**config.mk**
```make
export PLATFORM = sky130hd
export DESIGN_NAME = adc_frame_rx
export DESIGN_NICKNAME = d
export VERILOG_FILES = /design/src/rtl/rxf_pkg.sv /design/src/rtl/rxf_sync.sv /design/src/rtl/rxf_shift.sv /design/src/rtl/rxf_ctrl.sv /design/src/rtl/adc_frame_rx.sv
export SDC_FILE = /design/constraint.sdc
export NUM_CORES = 1
export LEC_CHECK = 0
export ABC_AREA = 1
export BUFFER_PORTS_ARGS = -buffer_cell sky130_fd_sc_hd__buf_2
export CAP_MARGIN = 20
export CORE_ASPECT_RATIO = 0.75
export CORE_UTILIZATION = 60
export DETAILED_ROUTE_END_ITERATION = 16
export GPL_TIMING_DRIVEN = 0
export PLACE_DENSITY = 0.85
export SLEW_MARGIN = 20
export SYNTH_ARGS = -nofsm -noshare
export SYNTH_HDL_FRONTEND = slang
export SYNTH_HIERARCHICAL = 1
export SYNTH_SLANG_ARGS = --single-unit
```
**constraint.sdc**
```tcl
create_clock -name clk -period 4.04 [get_ports clk]
set_input_delay 0.202 -clock clk [delete_from_list [all_inputs] [get_ports clk]]
set_output_delay 0.202 -clock clk [all_outputs]
set_load 0.05 [all_outputs]
```
**src/rtl/rxf_pkg.sv**
```systemverilog
package rxf_pkg;
    // Receiver control states
    typedef enum logic [1:0] {
        S_IDLE   = 2'd0,
        S_SETTLE = 2'd1,
        S_WAIT   = 2'd2,
        S_DATA   = 2'd3
    } rxf_state_e;
endpackage

```
**src/rtl/rxf_sync.sv**
```systemverilog
// Two-flop synchronizer for a bundle of asynchronous inputs, with a rising
// edge detector on every bit. Assumes each input holds a level for more than
// two system clock cycles.
module rxf_sync #(
    parameter int W = 2
) (
    input  logic         clk,
    input  logic         rst_n,
    input  logic [W-1:0] async_i,
    output logic [W-1:0] level_o,
    output logic [W-1:0] rise_o
);
    logic [W-1:0] stg1_q, stg2_q, prev_q;

    // Two-stage capture plus a delayed copy for edge detection
    always_ff @(posedge clk) begin
        if (!rst_n) begin
            stg1_q <= '1;
            stg2_q <= '1;
            prev_q <= '1;
        end else begin
            stg1_q <= async_i;
            stg2_q <= stg1_q;
            prev_q <= stg2_q;
        end
    end

    assign level_o = stg2_q;
    assign rise_o  = stg2_q & ~prev_q;
endmodule

```
**src/rtl/rxf_shift.sv**
```systemverilog
// MSB-first shift register with a bit counter. Clear empties both; each
// shift moves the register left and appends the new bit at the LSB.
module rxf_shift #(
    parameter int W     = 32,
    parameter int CNT_W = 6
) (
    input  logic             clk,
    input  logic             rst_n,
    input  logic             clear_i,
    input  logic             shift_i,
    input  logic             bit_i,
    output logic [W-1:0]     data_o,
    output logic [CNT_W-1:0] cnt_o
);
    // Shift register and bit count update
    always_ff @(posedge clk) begin
        if (!rst_n || clear_i) begin
            data_o <= '0;
            cnt_o  <= '0;
        end else if (shift_i) begin
            data_o <= {data_o[W-2:0], bit_i};
            cnt_o  <= cnt_o + 1'b1;
        end
    end

    a_r3_cnt_bound: assert property (@(posedge clk) disable iff (!rst_n)
        cnt_o <= CNT_W'(W));
endmodule

```
**src/rtl/rxf_ctrl.sv**
```systemverilog
// Transaction controller: owns select, settles after select falls, probes
// or waits for the ready flag, counts bits and ends the frame on full length,
// abort length or timeout. Assumes synchronized inputs and one-cycle edges.
module rxf_ctrl
    import rxf_pkg::*;
#(
    parameter int FRAME_BITS  = 32,
    parameter int CNT_W       = 6,
    parameter int CHECK_CYC   = 6,
    parameter int TIMEOUT_CYC = 200,
    parameter int TMR_W       = 8
) (
    input  logic             clk,
    input  logic             rst_n,
    input  logic             start_i,
    input  logic             check_only_i,
    input  logic [CNT_W-1:0] abort_len_i,
    input  logic             sdo_s_i,
    input  logic             sclk_rise_i,
    input  logic [CNT_W-1:0] bit_cnt_i,
    output logic             clear_o,
    output logic             shift_o,
    output logic             cs_n_o,
    output logic             word_valid_o,
    output logic             aborted_o,
    output logic             timeout_o,
    output logic             flag_valid_o,
    output logic             flag_busy_o
);
    rxf_state_e       state_q;
    logic             check_q;
    logic [CNT_W-1:0] abort_q;
    logic [TMR_W-1:0] tmr_q;
    logic [CNT_W-1:0] cnt_nxt;
    logic             take_bit;

    assign take_bit = sclk_rise_i && (state_q == S_WAIT || state_q == S_DATA);
    assign cnt_nxt  = bit_cnt_i + 1'b1;
    assign clear_o  = (state_q == S_IDLE) && start_i;
    assign shift_o  = take_bit;

    // State machine, select line, timers and result pulses
    always_ff @(posedge clk) begin
        if (!rst_n) begin
            state_q      <= S_IDLE;
            check_q      <= 1'b0;
            abort_q      <= '0;
            tmr_q        <= '0;
            cs_n_o       <= 1'b1;
            word_valid_o <= 1'b0;
            aborted_o    <= 1'b0;
            timeout_o    <= 1'b0;
            flag_valid_o <= 1'b0;
            flag_busy_o  <= 1'b0;
        end else begin
            word_valid_o <= 1'b0;
            aborted_o    <= 1'b0;
            timeout_o    <= 1'b0;
            flag_valid_o <= 1'b0;
            case (state_q)
                S_IDLE: begin
                    if (start_i) begin
                        cs_n_o  <= 1'b0;
                        check_q <= check_only_i;
                        abort_q <= abort_len_i;
                        tmr_q   <= '0;
                        state_q <= S_SETTLE;
                    end
                end
                S_SETTLE: begin
                    if (tmr_q == TMR_W'(CHECK_CYC - 1)) begin
                        tmr_q <= '0;
                        if (check_q) begin
                            flag_valid_o <= 1'b1;
                            flag_busy_o  <= sdo_s_i;
                            cs_n_o       <= 1'b1;
                            state_q      <= S_IDLE;
                        end else begin
                            state_q <= S_WAIT;
                        end
                    end else begin
                        tmr_q <= tmr_q + 1'b1;
                    end
                end
                default: begin
                    if (take_bit) begin
                        state_q <= S_DATA;
                        if (cnt_nxt == CNT_W'(FRAME_BITS)) begin
                            word_valid_o <= 1'b1;
                            cs_n_o       <= 1'b1;
                            state_q      <= S_IDLE;
                        end else if (abort_q != '0 && cnt_nxt == abort_q) begin
                            aborted_o <= 1'b1;
                            cs_n_o    <= 1'b1;
                            state_q   <= S_IDLE;
                        end
                    end else if (state_q == S_WAIT) begin
                        if (sdo_s_i) begin
                            tmr_q <= '0;
                        end else if (tmr_q == TMR_W'(TIMEOUT_CYC - 1)) begin
                            timeout_o <= 1'b1;
                            cs_n_o    <= 1'b1;
                            state_q   <= S_IDLE;
                        end else begin
                            tmr_q <= tmr_q + 1'b1;
                        end
                    end
                end
            endcase
        end
    end

    a_r10_one_pulse: assert property (@(posedge clk) disable iff (!rst_n)
        $onehot0({word_valid_o, aborted_o, timeout_o, flag_valid_o}));
    a_r3_full_count: assert property (@(posedge clk) disable iff (!rst_n)
        word_valid_o |-> (bit_cnt_i == CNT_W'(FRAME_BITS)) && cs_n_o);
    a_r5_abort_count: assert property (@(posedge clk) disable iff (!rst_n)
        aborted_o |-> (bit_cnt_i == abort_q) && (bit_cnt_i < CNT_W'(FRAME_BITS)));
    a_r4_cs_low_in_frame: assert property (@(posedge clk) disable iff (!rst_n)
        (state_q == S_DATA || state_q == S_WAIT) |-> !cs_n_o);
    a_r8_timeout_release: assert property (@(posedge clk) disable iff (!rst_n)
        timeout_o |-> cs_n_o && (bit_cnt_i == '0));
    a_r2_flag_in_check: assert property (@(posedge clk) disable iff (!rst_n)
        flag_valid_o |-> check_q && cs_n_o && (bit_cnt_i == '0));
endmodule

```
**src/rtl/adc_frame_rx.sv**
```systemverilog
// Host-side receiver for a converter that clocks its own serial output.
// Synchronizes clock and data, controls select, and assembles the frame.
// Assumes the system clock is at least 8x the serial clock rate.
module adc_frame_rx #(
    parameter int FRAME_BITS  = 32,
    parameter int CHECK_CYC   = 6,
    parameter int TIMEOUT_CYC = 200,
    parameter int CNT_W       = $clog2(FRAME_BITS + 1),
    parameter int TMR_MAX     = (TIMEOUT_CYC > CHECK_CYC) ? TIMEOUT_CYC : CHECK_CYC,
    parameter int TMR_W       = $clog2(TMR_MAX + 1)
) (
    input  logic                  clk,
    input  logic                  rst_n,
    input  logic                  start_i,
    input  logic                  check_only_i,
    input  logic [CNT_W-1:0]      abort_len_i,
    input  logic                  sclk_i,
    input  logic                  sdo_i,
    output logic                  cs_n_o,
    output logic [FRAME_BITS-1:0] word_o,
    output logic                  word_valid_o,
    output logic                  aborted_o,
    output logic                  timeout_o,
    output logic                  flag_valid_o,
    output logic                  flag_busy_o
);
    logic [1:0]       lvl, rise;
    logic             clear, shift;
    logic [CNT_W-1:0] bit_cnt;

    rxf_sync #(.W(2)) u_sync (
        .clk     (clk),
        .rst_n   (rst_n),
        .async_i ({sdo_i, sclk_i}),
        .level_o (lvl),
        .rise_o  (rise)
    );

    rxf_shift #(.W(FRAME_BITS), .CNT_W(CNT_W)) u_shift (
        .clk     (clk),
        .rst_n   (rst_n),
        .clear_i (clear),
        .shift_i (shift),
        .bit_i   (lvl[1]),
        .data_o  (word_o),
        .cnt_o   (bit_cnt)
    );

    rxf_ctrl #(
        .FRAME_BITS  (FRAME_BITS),
        .CNT_W       (CNT_W),
        .CHECK_CYC   (CHECK_CYC),
        .TIMEOUT_CYC (TIMEOUT_CYC),
        .TMR_W       (TMR_W)
    ) u_ctrl (
        .clk          (clk),
        .rst_n        (rst_n),
        .start_i      (start_i),
        .check_only_i (check_only_i),
        .abort_len_i  (abort_len_i),
        .sdo_s_i      (lvl[1]),
        .sclk_rise_i  (rise[0]),
        .bit_cnt_i    (bit_cnt),
        .clear_o      (clear),
        .shift_o      (shift),
        .cs_n_o       (cs_n_o),
        .word_valid_o (word_valid_o),
        .aborted_o    (aborted_o),
        .timeout_o    (timeout_o),
        .flag_valid_o (flag_valid_o),
        .flag_busy_o  (flag_busy_o)
    );
endmodule

```
==> parameters.txt, run 1 <==
Parameter                              Value

Status
  Failing checks ... design-rule violations
  Status ... finished, violations left

Place
  Placed wire-length estimate after detailed placement ... 4700 um
  Port Buf Inserts ... 49
  GPL Wtd Cong ... ~0.86
  Placement Setup Slack ... between 2000 and 2500 ps

Clock network
  Insertion delay to the later sink of the worst-skew pair ... roughly 330 ps
  Clock sink count ... 66
  Number of buffers added for setup after CTS ... 0
  H-tree depth ... 3
  Post-cts sizing count ... 0
  Post-CTS Hold Buffers ... 0
  CTS buffer count ... 9
  Max Root-Sink Buffers ... 2
  TritonCTS clock tree ... yes
  Cell chosen for the clock root ... clkbuf_8
  Clock-pin slew on the worst setup and hold paths ... roughly 70 ps

STA
  Final worst-path cycle share ... 49.6%
  Setup violation total in the final timing report ... 0
  Max frequency ... about 500 MHz
  Maximum clock skew at final layout ... roughly 9 ps
  Slew @ Worst Pin ... 443 ps
  Count of final max-slew check failures ... 0
  Clock period minus worst slack ... between 2000 and 2500 ps
  Worst hold margin ... 39.0 ps
  Setup slack after layout ... approximately 2000 ps
  Total negative slack ... 0 ps
  Hold Vio Cnt, Final ... 0
  Unrepaired setup endpoints after global routing ... no
  Normalized max-slew margin ... a little over two thirds

Final layout
  Fill count ... 357
  Diode count ... 0
  Fin nets ... 496
  Layout area overhead ... 17.9%
  Share of final-layout standard cells stronger than drive strength 1 ... between 20% and 30%

GRT
  Global-route congestion overflow total ... 0
  Number of antenna violations at the first check in global routing ... 0
  GR Util All Layers ... about a quarter
  Number of global-route vias before repair ... approximately 2500
  Maximum number of pins on one net before global-route repair ... 13
  First-pass GRT wire length ... 11200 um

Floorplanning
  Die outline area ... between 0.005 and 0.006 mm2
  Die boundary height ... between 60 and 70 um
  Top-level port count ... 50
  Initial Util ... around 65%
  Horizontal die dimension ... ~84 um
  FP Rows ... 21
  Std-Cell Core Area ... roughly 0.0047 mm2

Worst setup path
  Arrival time at the worst endpoint ... about 2200 ps
  CP max FO ... 7
  Worst setup path category ... register to register
  Worst reg2reg endpoint ... u_ctrl/tmr_q[5]$_SDFFE_PN0P_
  Reg-to-reg critical path startpoint ... u_ctrl/state_q[0]$_SDFFE_PN0P_
  Number of cells on the worst reg-to-reg path ... 10
  End of the critical path ... u_ctrl/tmr_q[5]$_SDFFE_PN0P_
  Crit path from ... u_ctrl/state_q[0]$_SDFFE_PN0P_
  Critical Path Start Type ... register
  Crit end category ... register
  Setup slack, reg-to-reg ... a little over 2000 ps
  Req. time, crit path ... approximately 4300 ps

Synthesis
  Syn Area/Cell ... ~7.3 um2
  Number of synthesis warnings ... 6
  Synthesized netlist net count ... 436
  Gate count after technology mapping ... roughly 420
  Mapped Area ... slightly above 0.003 mm2

Route
  Number of vias after detailed routing ... about 2800
  Count of antenna-violating nets left after detailed routing ... 0
  Router iterations before antenna repair ... 11
  Total wirelength of the detailed-routed design ... between 6000 and 7000 um
  Drt initial violations ... 136
  Avg WL per Cell ... ~12 um
  DR DRC count ... 3
  Via-to-Cell Ratio ... between 5 and 6

Min path
  Type of the worst min-delay path ... primary input to register

Power
  Leakage power summed over all cells ... around 1.8 nW
  Worst VDD drop ... approximately 0.34 mV
  Power density over the cells ... just over 500 mW/mm2

Flow run
  Max-capacitance violation count ... 0
==> flip-flops by register name (all words and copies together), names as in the netlist <==
name	cells
u_ctrl/timeout_o	1
u_sync/stg1_q	2
u_ctrl/tmr_q	8
u_sync/prev_q	1
u_sync/level_o	2
u_ctrl/state_q	2
u_ctrl/check_q	1
u_ctrl/aborted_o	1
u_ctrl/word_valid_o	1
u_ctrl/abort_q	6
u_ctrl/flag_busy_o	1
u_shift/cnt_o	6
u_ctrl/cs_n_o	1
u_ctrl/flag_valid_o	1
u_shift/data_o	32
==> how the worst min path moves through the flow <==
stage | to | depth (start not counted) | from | slack, ps
after floorplan | u_sync/stg1_q[0]$_SDFF_PN1_ | 1 | rst_n | 270
after detailed placement | u_sync/stg1_q[1]$_SDFF_PN1_ | 3 | sdo_i | 380
after CTS | u_sync/stg1_q[1]$_SDFF_PN1_ | 3 | sdo_i | 30
after global routing | u_sync/stg1_q[1]$_SDFF_PN1_ | 3 | sdo_i | 40
final | u_sync/stg1_q[1]$_SDFF_PN1_ | 3 | sdo_i | 40
after global placement | u_sync/level_o[0]$_SDFF_PN1_ | 2 | u_sync/stg1_q[0]$_SDFF_PN1_ | 380
==> per-stage QoR <==
stage               power, mW  instances  utilization, %  instance area (um2)
floorplan                1.11        416               -                 3030
global placement         1.19        522            71.9                 3340
detailed placement       1.20        522            71.9                 3340
CTS                      1.82        538            76.8                 3570
global route             1.92        538            76.8                 3570
finish                   1.82        538            76.8                 3570
==> metal layers <==
| layer | track usage, % | wire length, um |
|---|---|---|
| met1 | 34.1 | 3190 |
| met2 | 43.5 | 3050 |
| met3 | 6.95 | 263 |
| met4 | 7.33 | 22 |
| met5 | 0 | 0 |
==> power by group <==
part	internal [mW]	total [mW]	switching [mW]
Combinational	0.150	0.464	0.314
Clock	0.365	0.617	0.252
Sequential	0.694	0.737	0.0430
Total	1.21	1.82	0.609
==> worst max-delay path, stage by stage, from the launching register on <==
cell,delay [ps]
dfxtp_1,470
inv_1,110
ha_1,300
nor2_2,230
inv_1,140
nor3_4,220
nor2_4,90
nand2_2,100
inv_2,50
a21oi_1,130
nor2_1,60
==> placed cells by master (no fill, tap or decap), types with 2 or more instances in the layout <==
cell	instances
buf_6	7
bufinv_16	2
nand3_1	14
nand2_1	60
nor3_1	6
inv_1	41
nor2_4	3
nor2_1	101
nand2_2	6
buf_2	50
dfxtp_1	66
nand3_2	4
inv_2	5
a21oi_2	3
clkbuf_1	3
o21ai_1	22
a21oi_1	17
ha_1	8
clkinvlp_4	2
clkbuf_8	10
nor2_2	6
o21ai_0	29
==> final cells by class <==
type | count | area (um2) | area share, %
inverter | 48 | 183 | 5.12
buffer | 13 | 108 | 3.01
multi-input combinational | 289 | 1420 | 39.6
clock buffer | 10 | 138 | 3.86
clock inverter | 6 | 88.8 | 2.49
timing repair buffer | 49 | 245 | 6.87
tap | 57 | 71.3 | 2.00
sequential | 66 | 1320 | 37.0
(Power assumes the default switching activity.)
==> run 2, diff against run 1 <==
--- a/config.mk
+++ b/config.mk
@@ -9,10 +9,10 @@
 export BUFFER_PORTS_ARGS = -buffer_cell sky130_fd_sc_hd__buf_2
 export CAP_MARGIN = 20
 export CORE_ASPECT_RATIO = 0.75
-export CORE_UTILIZATION = 60
+export CORE_UTILIZATION = 50
 export DETAILED_ROUTE_END_ITERATION = 16
 export GPL_TIMING_DRIVEN = 0
-export PLACE_DENSITY = 0.85
+export PLACE_DENSITY = 0.76
 export SLEW_MARGIN = 20
 export SYNTH_ARGS = -nofsm -noshare
 export SYNTH_HDL_FRONTEND = slang
==> constraint.sdc (replaced) <==
create_clock -name clk -period 1.8 [get_ports clk]
set_input_delay 0.09 -clock clk [delete_from_list [all_inputs] [get_ports clk]]
set_output_delay 0.09 -clock clk [all_outputs]
set_load 0.05 [all_outputs]
==> run 2 against run 1 <==
Net effect: cell count up 4.6%; sequential power up 130%; critical path type unchanged; critical path depth unchanged; critical endpoint unchanged; design area up 3.9%; clock power rose to 2.6 times the previous value; maximum frequency up 18%; sequential share of layout area down 1.1 points; highest routed layer unchanged; the run now ends clean; register-to-register slack worse by 1900 ps; combinational power up 140%.
==> parameters.txt, run 2 (synthesized netlist as in run 1, its figures left out) <==
Parameter                              Value

Clock network
  Clock-pin slew on the worst setup and hold paths ... ~70 ps
  H-tree depth ... 3
  Cell chosen for the clock root ... clkbuf_8
  CTS buffer count ... 9
  Insertion delay to the later sink of the worst-skew pair ... 340 ps
  Max Root-Sink Buffers ... 2
  TritonCTS clock tree ... yes
  Clock sink count ... between 60 and 70

Final layout
  Final design utilization ... 63.7%
  Fin nets ... 500
  Layout area overhead ... 22.5%
  Diode count ... 0
  Flip-flop count of the largest register, all copies and words added ... 32
  Commonest non-fill, non-tap cell in the layout ... nor2_1
  Fill count ... 512
  Storage element area ... around 0.0013 mm2
  Register bank with the most flops ... u_shift/data_o
  Share of final-layout standard cells stronger than drive strength 1 ... approximately a quarter
  Regs by FF count ... u_shift/data_o x32, u_ctrl/tmr_q x8
  Area occupied by multi-input gates ... 0.00144 mm2
  Top library cells by usage in the layout, fill and taps aside ... nor2_1 (101), dfxtp_1 (62), nand2_1 (60)

Worst setup path
  Critical-path cell list ... inv_1 -> ha_1 -> nor2_4 -> inv_1 -> nor3_4 -> nor2_4 -> nand2_2 -> inv_2 -> a21oi_1 -> nor2_1
  Slowest cell on crit path ... dfxtp_2
  Critical Path Start Type ... register
  Crit end category ... register
  Arrival time at the worst endpoint ... 1930 ps
  Worst setup path category ... register to register
  Crit path depth ... 10
  Number of cells on the worst reg-to-reg path ... 10
  Top Family by Delay on Critical Path ... simple AND/OR/NAND/NOR gates
  CP max FO ... 7
  CP bufs+invs ... 3
  Req. time, crit path ... 2040 ps
  Stage delay of the slowest cell on the critical path ... 390 ps

STA
  Clock period minus worst slack ... about 1700 ps
  Setup violation total in the final timing report ... 0
  Hold Vio Cnt, Final ... 0
  Final worst-path cycle share ... 94.2%
  Normalized max-slew margin ... between 70% and 80%
  Worst hold margin ... around 21 ps
  Maximum clock skew at final layout ... approximately 8.7 ps
  Max frequency ... just under 600 MHz
  Slew @ Worst Pin ... between 300 and 400 ps
  Count of final max-slew check failures ... 0

GRT
  First-pass GRT wire length ... between 10000 and 15000 um
  Number of global-route vias before repair ... 2540
  Maximum number of pins on one net before global-route repair ... 13
  GR Util All Layers ... between 20% and 30%
  Global-route congestion overflow total ... 0
  Number of antenna violations at the first check in global routing ... 0

Place
  Placed wire-length estimate after detailed placement ... 4470 um
  GPL Wtd Cong ... about 0.86
  Port Buf Inserts ... between 40 and 50

Floorplanning
  Die boundary height ... 69.4 um
  FP Rows ... 24
  Die outline area ... ~0.0064 mm2
  Top-level port count ... 50
  Horizontal die dimension ... 91.8 um
  Std-Cell Core Area ... about 0.006 mm2
  Initial Util ... between 50% and 60%

Route
  Number of vias after detailed routing ... ~2700
  Via-to-Cell Ratio ... about 4.8
  DR DRC count ... 0
  Met2 wire length ... between 2000 and 3000 um
  Avg WL per Cell ... roughly 11 um
  Post-Route M1 WL ... roughly 3000 um
  Total wirelength of the detailed-routed design ... between 6000 and 7000 um
  Drt initial violations ... 155
  Router iterations before antenna repair ... 4
  Count of antenna-violating nets left after detailed routing ... 0
  Highest metal layer with signal wires ... met4
  Wire length on met3 ... about 290 um

Status
  Status ... completed

Power
  Logic gate share of total power ... between 20% and 30%
  Seq pwr share ... a little under two fifths
  Switching share of power ... 31.1%
  Leakage power summed over all cells ... around 1.8 nW
  Worst VDD drop ... slightly below 0.7 mV
  Cell Int Power ... just over 3 mW
  Power density over the cells ... between 1000 and 1500 mW/mm2
  Fraction of power consumed by the clock network ... a little under two fifths
  Net Switching ... around 1.4 mW

Flow run
  Max-capacitance violation count ... 0

Min path
  Hold Path Cell Cnt ... 3
  Type of the worst min-delay path ... primary input to register
[run 2: power groups by stage]
stage,Sequential (mW),Clock (mW),Combinational [mW]
final,1.66,1.63,1.10
after global routing,1.67,1.72,1.24
after CTS,1.65,1.67,1.03
after detailed placement,1.68,0,1.00
after global placement,1.68,0,0.985
after floorplan,1.74,0,0.739
[run 2: final timing paths]
path / start / end / slack (ps)
max: u_ctrl/state_q[1]$_SDFFE_PN0P_ / u_ctrl/tmr_q[5]$_SDFFE_PN0P_ / 100
min: check_only_i / u_ctrl/check_q$_SDFFE_PN0P_ / 20
max reg2reg: u_ctrl/state_q[1]$_SDFFE_PN0P_ / u_ctrl/tmr_q[5]$_SDFFE_PN0P_ / 100
min reg2reg: u_sync/stg1_q[0]$_SDFF_PN1_ / u_sync/level_o[0]$_SDFF_PN1_ / 400
[run 2: final cells by class]
cell class                 instances  area share [%]
buffer                            13            2.90
clock inverter                     6            3.71
timing repair buffer              53            7.56
sequential                        66            35.9
inverter                          48            4.93
multi-input combinational        289            38.9
clock buffer                      10            3.44
tap                               78            2.63
[run 2: timing repair]
action / 4_1_cts / 5_1_grt
gates resized for setup: 4 / 10
hold buffers: 2 / 0
hold endpoints to repair: 2 / 0
pin swaps: 0 / 3
setup endpoints to repair: 9 / 43
buffers inserted: 0 / 2
[run 2: metrics by stage]
step	area, um2	worst slack, ps	power (mW)	cells	setup TNS, ps
6_report	3710	104	4.39	563	0
5_1_grt	3710	-11.0	4.63	563	-11.0
4_1_cts	3660	18.3	4.35	561	0
3_5_place_dp	3370	-111	2.69	543	-275
3_3_place_gp	3370	-14.0	2.66	543	-22.1
2_1_floorplan	3030	148	2.48	416	0
[run 2: tightest hold or removal path, cell delays in order]
cell and delay, ps:
buf_2 70, o21ai_0 70, nor2_1 90
[run 2: metal layers]
layer  vias to the layer above  track usage (%)
met5                         -                0
met4                         0             6.42
met3                         7             6.58
met2                        62             35.7
met1                      1214             26.1
li1                       1444                -
==> run 3, diff against run 2 <==
--- a/config.mk
+++ b/config.mk
@@ -9,10 +9,10 @@
 export BUFFER_PORTS_ARGS = -buffer_cell sky130_fd_sc_hd__buf_2
 export CAP_MARGIN = 20
 export CORE_ASPECT_RATIO = 0.75
-export CORE_UTILIZATION = 50
+export CORE_UTILIZATION = 45
 export DETAILED_ROUTE_END_ITERATION = 16
 export GPL_TIMING_DRIVEN = 0
-export PLACE_DENSITY = 0.76
+export PLACE_DENSITY = 0.69
 export SLEW_MARGIN = 20
 export SYNTH_ARGS = -nofsm -noshare
 export SYNTH_HDL_FRONTEND = slang
==> constraint.sdc (replaced) <==
create_clock -name clk -period 1.8 [get_ports clk]
set_input_delay 0.18 -clock clk [delete_from_list [all_inputs] [get_ports clk]]
set_output_delay 0.18 -clock clk [all_outputs]
set_load 0.05 [all_outputs]
==> run 3 against run 2 <==
Net effect: register-to-register slack improved by 50 ps; design area rose by 2.5%; utilization fell by 4.4 points; combinational power rose by 10%; clock skew rose by 1.1 ps; critical path type unchanged.
==> parameters.txt, run 3 (synthesized netlist as in run 1, its figures left out) <==
Parameter                              Value

Worst setup path
  Critical Path Start Type ... register
  Worst setup path category ... register to register
  Stage delay of the slowest cell on the critical path ... 370 ps
  Slowest cell on crit path ... dfxtp_4
  Crit end category ... register
  Top Family by Delay on Critical Path ... simple AND/OR/NAND/NOR gates
  CP max FO ... 5
  Critical-path cell list ... inv_1 -> ha_2 -> o21ai_4 -> inv_2 -> buf_4 -> nand2_1 -> nor2_2 -> nand2_2 -> nand2_2 -> nand2_1 -> nand3_1
  Arrival time at the worst endpoint ... between 1500 and 2000 ps
  CP bufs+invs ... 3
  Req. time, crit path ... 2020 ps

Clock network
  Clock sink count ... 66
  CTS buffer count ... 9
  TritonCTS clock tree ... yes
  H-tree depth ... 3
  Max Root-Sink Buffers ... 2
  Cell chosen for the clock root ... clkbuf_8
  Insertion delay to the later sink of the worst-skew pair ... between 300 and 400 ps
  Clock-pin slew on the worst setup and hold paths ... ~70 ps

GRT
  Global Route met3 Usage ... under 10%
  Number of global-route vias before repair ... approximately 2600
  Maximum number of pins on one net before global-route repair ... 13
  Grt met1 use ... between 20% and 30%
  GRT busiest layer ... met2
  Met2 track demand over resource ... 33.9%
  Global-route congestion overflow total ... 0
  First-pass GRT wire length ... approximately 12000 um
  GR Util All Layers ... 20.4%
  Number of antenna violations at the first check in global routing ... 0

Final layout
  Final design utilization ... 59.3%
  Fill count ... just under 600
  Fin nets ... just over 500
  Top library cells by usage in the layout, fill and taps aside ... nor2_1 (101), dfxtp_1 (61), nand2_1 (60)
  Commonest non-fill, non-tap cell in the layout ... nor2_1
  Share of final-layout standard cells stronger than drive strength 1 ... 26.2%
  Diode count ... 0
  Regs by FF count ... u_shift/data_o x32, u_ctrl/tmr_q x8
  Register bank with the most flops ... u_shift/data_o
  Layout area overhead ... 25.5%
  Flip-flop count of the largest register, all copies and words added ... 32
  Number of standard cells in the final layout excluding fillers ... 573

Route
  Avg WL per Cell ... 11.6 um
  Total wirelength of the detailed-routed design ... 6640 um
  Count of antenna-violating nets left after detailed routing ... 0
  Via-to-Cell Ratio ... between 4 and 5
  DR DRC count ... 0
  Router iterations before antenna repair ... 4
  Drt initial violations ... a little over 100
  Number of vias after detailed routing ... approximately 2800

STA
  Slew @ Worst Pin ... slightly below 400 ps
  Final worst-path cycle share ... roughly 90%
  Maximum clock skew at final layout ... between 9 and 10 ps
  Normalized max-slew margin ... around three quarters
  Unrepaired setup endpoints after global routing ... no
  Max frequency ... between 600 and 700 MHz
  Count of final max-slew check failures ... 0
  Clock period minus worst slack ... ~1600 ps
  Setup violation total in the final timing report ... 0
  Hold Vio Cnt, Final ... 0

Floorplanning
  FP Rows ... 25
  Std-Cell Core Area ... around 0.0064 mm2
  Die boundary height ... 73.0 um
  Die outline area ... roughly 0.0071 mm2
  Top-level port count ... 50
  Initial Util ... a little under half
  Horizontal die dimension ... around 97 um

Status
  Status ... completed

Power
  Worst VDD drop ... about 0.64 mV
  Fraction of power consumed by the clock network ... 36.9%
  Switching share of power ... 31.2%
  Cell Int Power ... 3.12 mW
  Logic gate share of total power ... between 20% and 30%
  Leakage power summed over all cells ... roughly 1.9 nW
  Seq pwr share ... 36.5%
  Net Switching ... roughly 1.4 mW
  Power density over the cells ... 1190 mW/mm2

Place
  Port Buf Inserts ... 49
  Placed wire-length estimate after detailed placement ... 4720 um
  Cell total after placement ... 546
  GPL Wtd Cong ... about 0.86

Flow run
  Max-capacitance violation count ... 0

Min path
  Type of the worst min-delay path ... primary input to register
## run 3: layer usage
layer,part of all wire [%],up-vias
met4,1.6,0
met3,4.7,11
met2,46,49
met5,0,-
li1,-,1454
met1,47,1271
## run 3: layout make-up
type                    instances  area (um2)  area share [%]
well taps                      81         101            2.67
clock buffers                  10         138            3.62
inverters                      48         183            4.81
flip-flops and latches         66        1340            35.2
repair buffers                 60         333            8.76
multi-input cells             289        1460            38.5
clock inverters                 6         138            3.62
plain buffers                  13         108            2.83
## run 3: power by group through the flow
stage / Combinational [mW] / Clock, mW / Sequential (mW)
after floorplan: 0.739 / 0 / 1.74
after global placement: 0.985 / 0 / 1.68
after detailed placement: 1.02 / 0 / 1.69
after CTS: 1.05 / 1.71 / 1.66
after global routing: 1.34 / 1.76 / 1.67
final: 1.21 / 1.67 / 1.65
## run 3: stage by stage
stage	instance area (um2)	worst slack, ps	TNS (ps)	hold WS [ps]	power (mW)
after floorplan	3030	148	0	249	2.48
after global placement	3370	-23.9	-31.7	348	2.66
after detailed placement	3370	-131	-2450	354	2.70
after CTS	3680	20.4	0	88.5	4.42
after global routing	3800	4.67	0	125	4.77
final	3800	157	0	110	4.53
## run 3: worst paths after layout
check	from	end	slack, ps	depth (start not counted)
worst min register to register	u_sync/stg1_q[0]$_SDFF_PN1_	u_sync/level_o[0]$_SDFF_PN1_	390	2
worst min-delay path	abort_len_i[5]	u_ctrl/abort_q[5]$_SDFFE_PN0P_	110	3
worst max register to register	u_ctrl/state_q[0]$_SDFFE_PN0P_	u_ctrl/cs_n_o$_SDFFE_PN1P_	160	11
worst max-delay path	u_ctrl/state_q[0]$_SDFFE_PN0P_	u_ctrl/cs_n_o$_SDFFE_PN1P_	160	11
## run 3: what timing repair did
action,in CTS,in global routing
setup endpoints to repair,46,44
cloned,0,0
setup buffers,0,9
gates resized for setup,6,15
hold endpoints to repair,2,0
pin swaps,0,3
hold buffers,2,0
## run 3: worst min-delay path: stages
cell and delay [ps]:
buf_2 80, o21ai_0 80, nor2_1 80
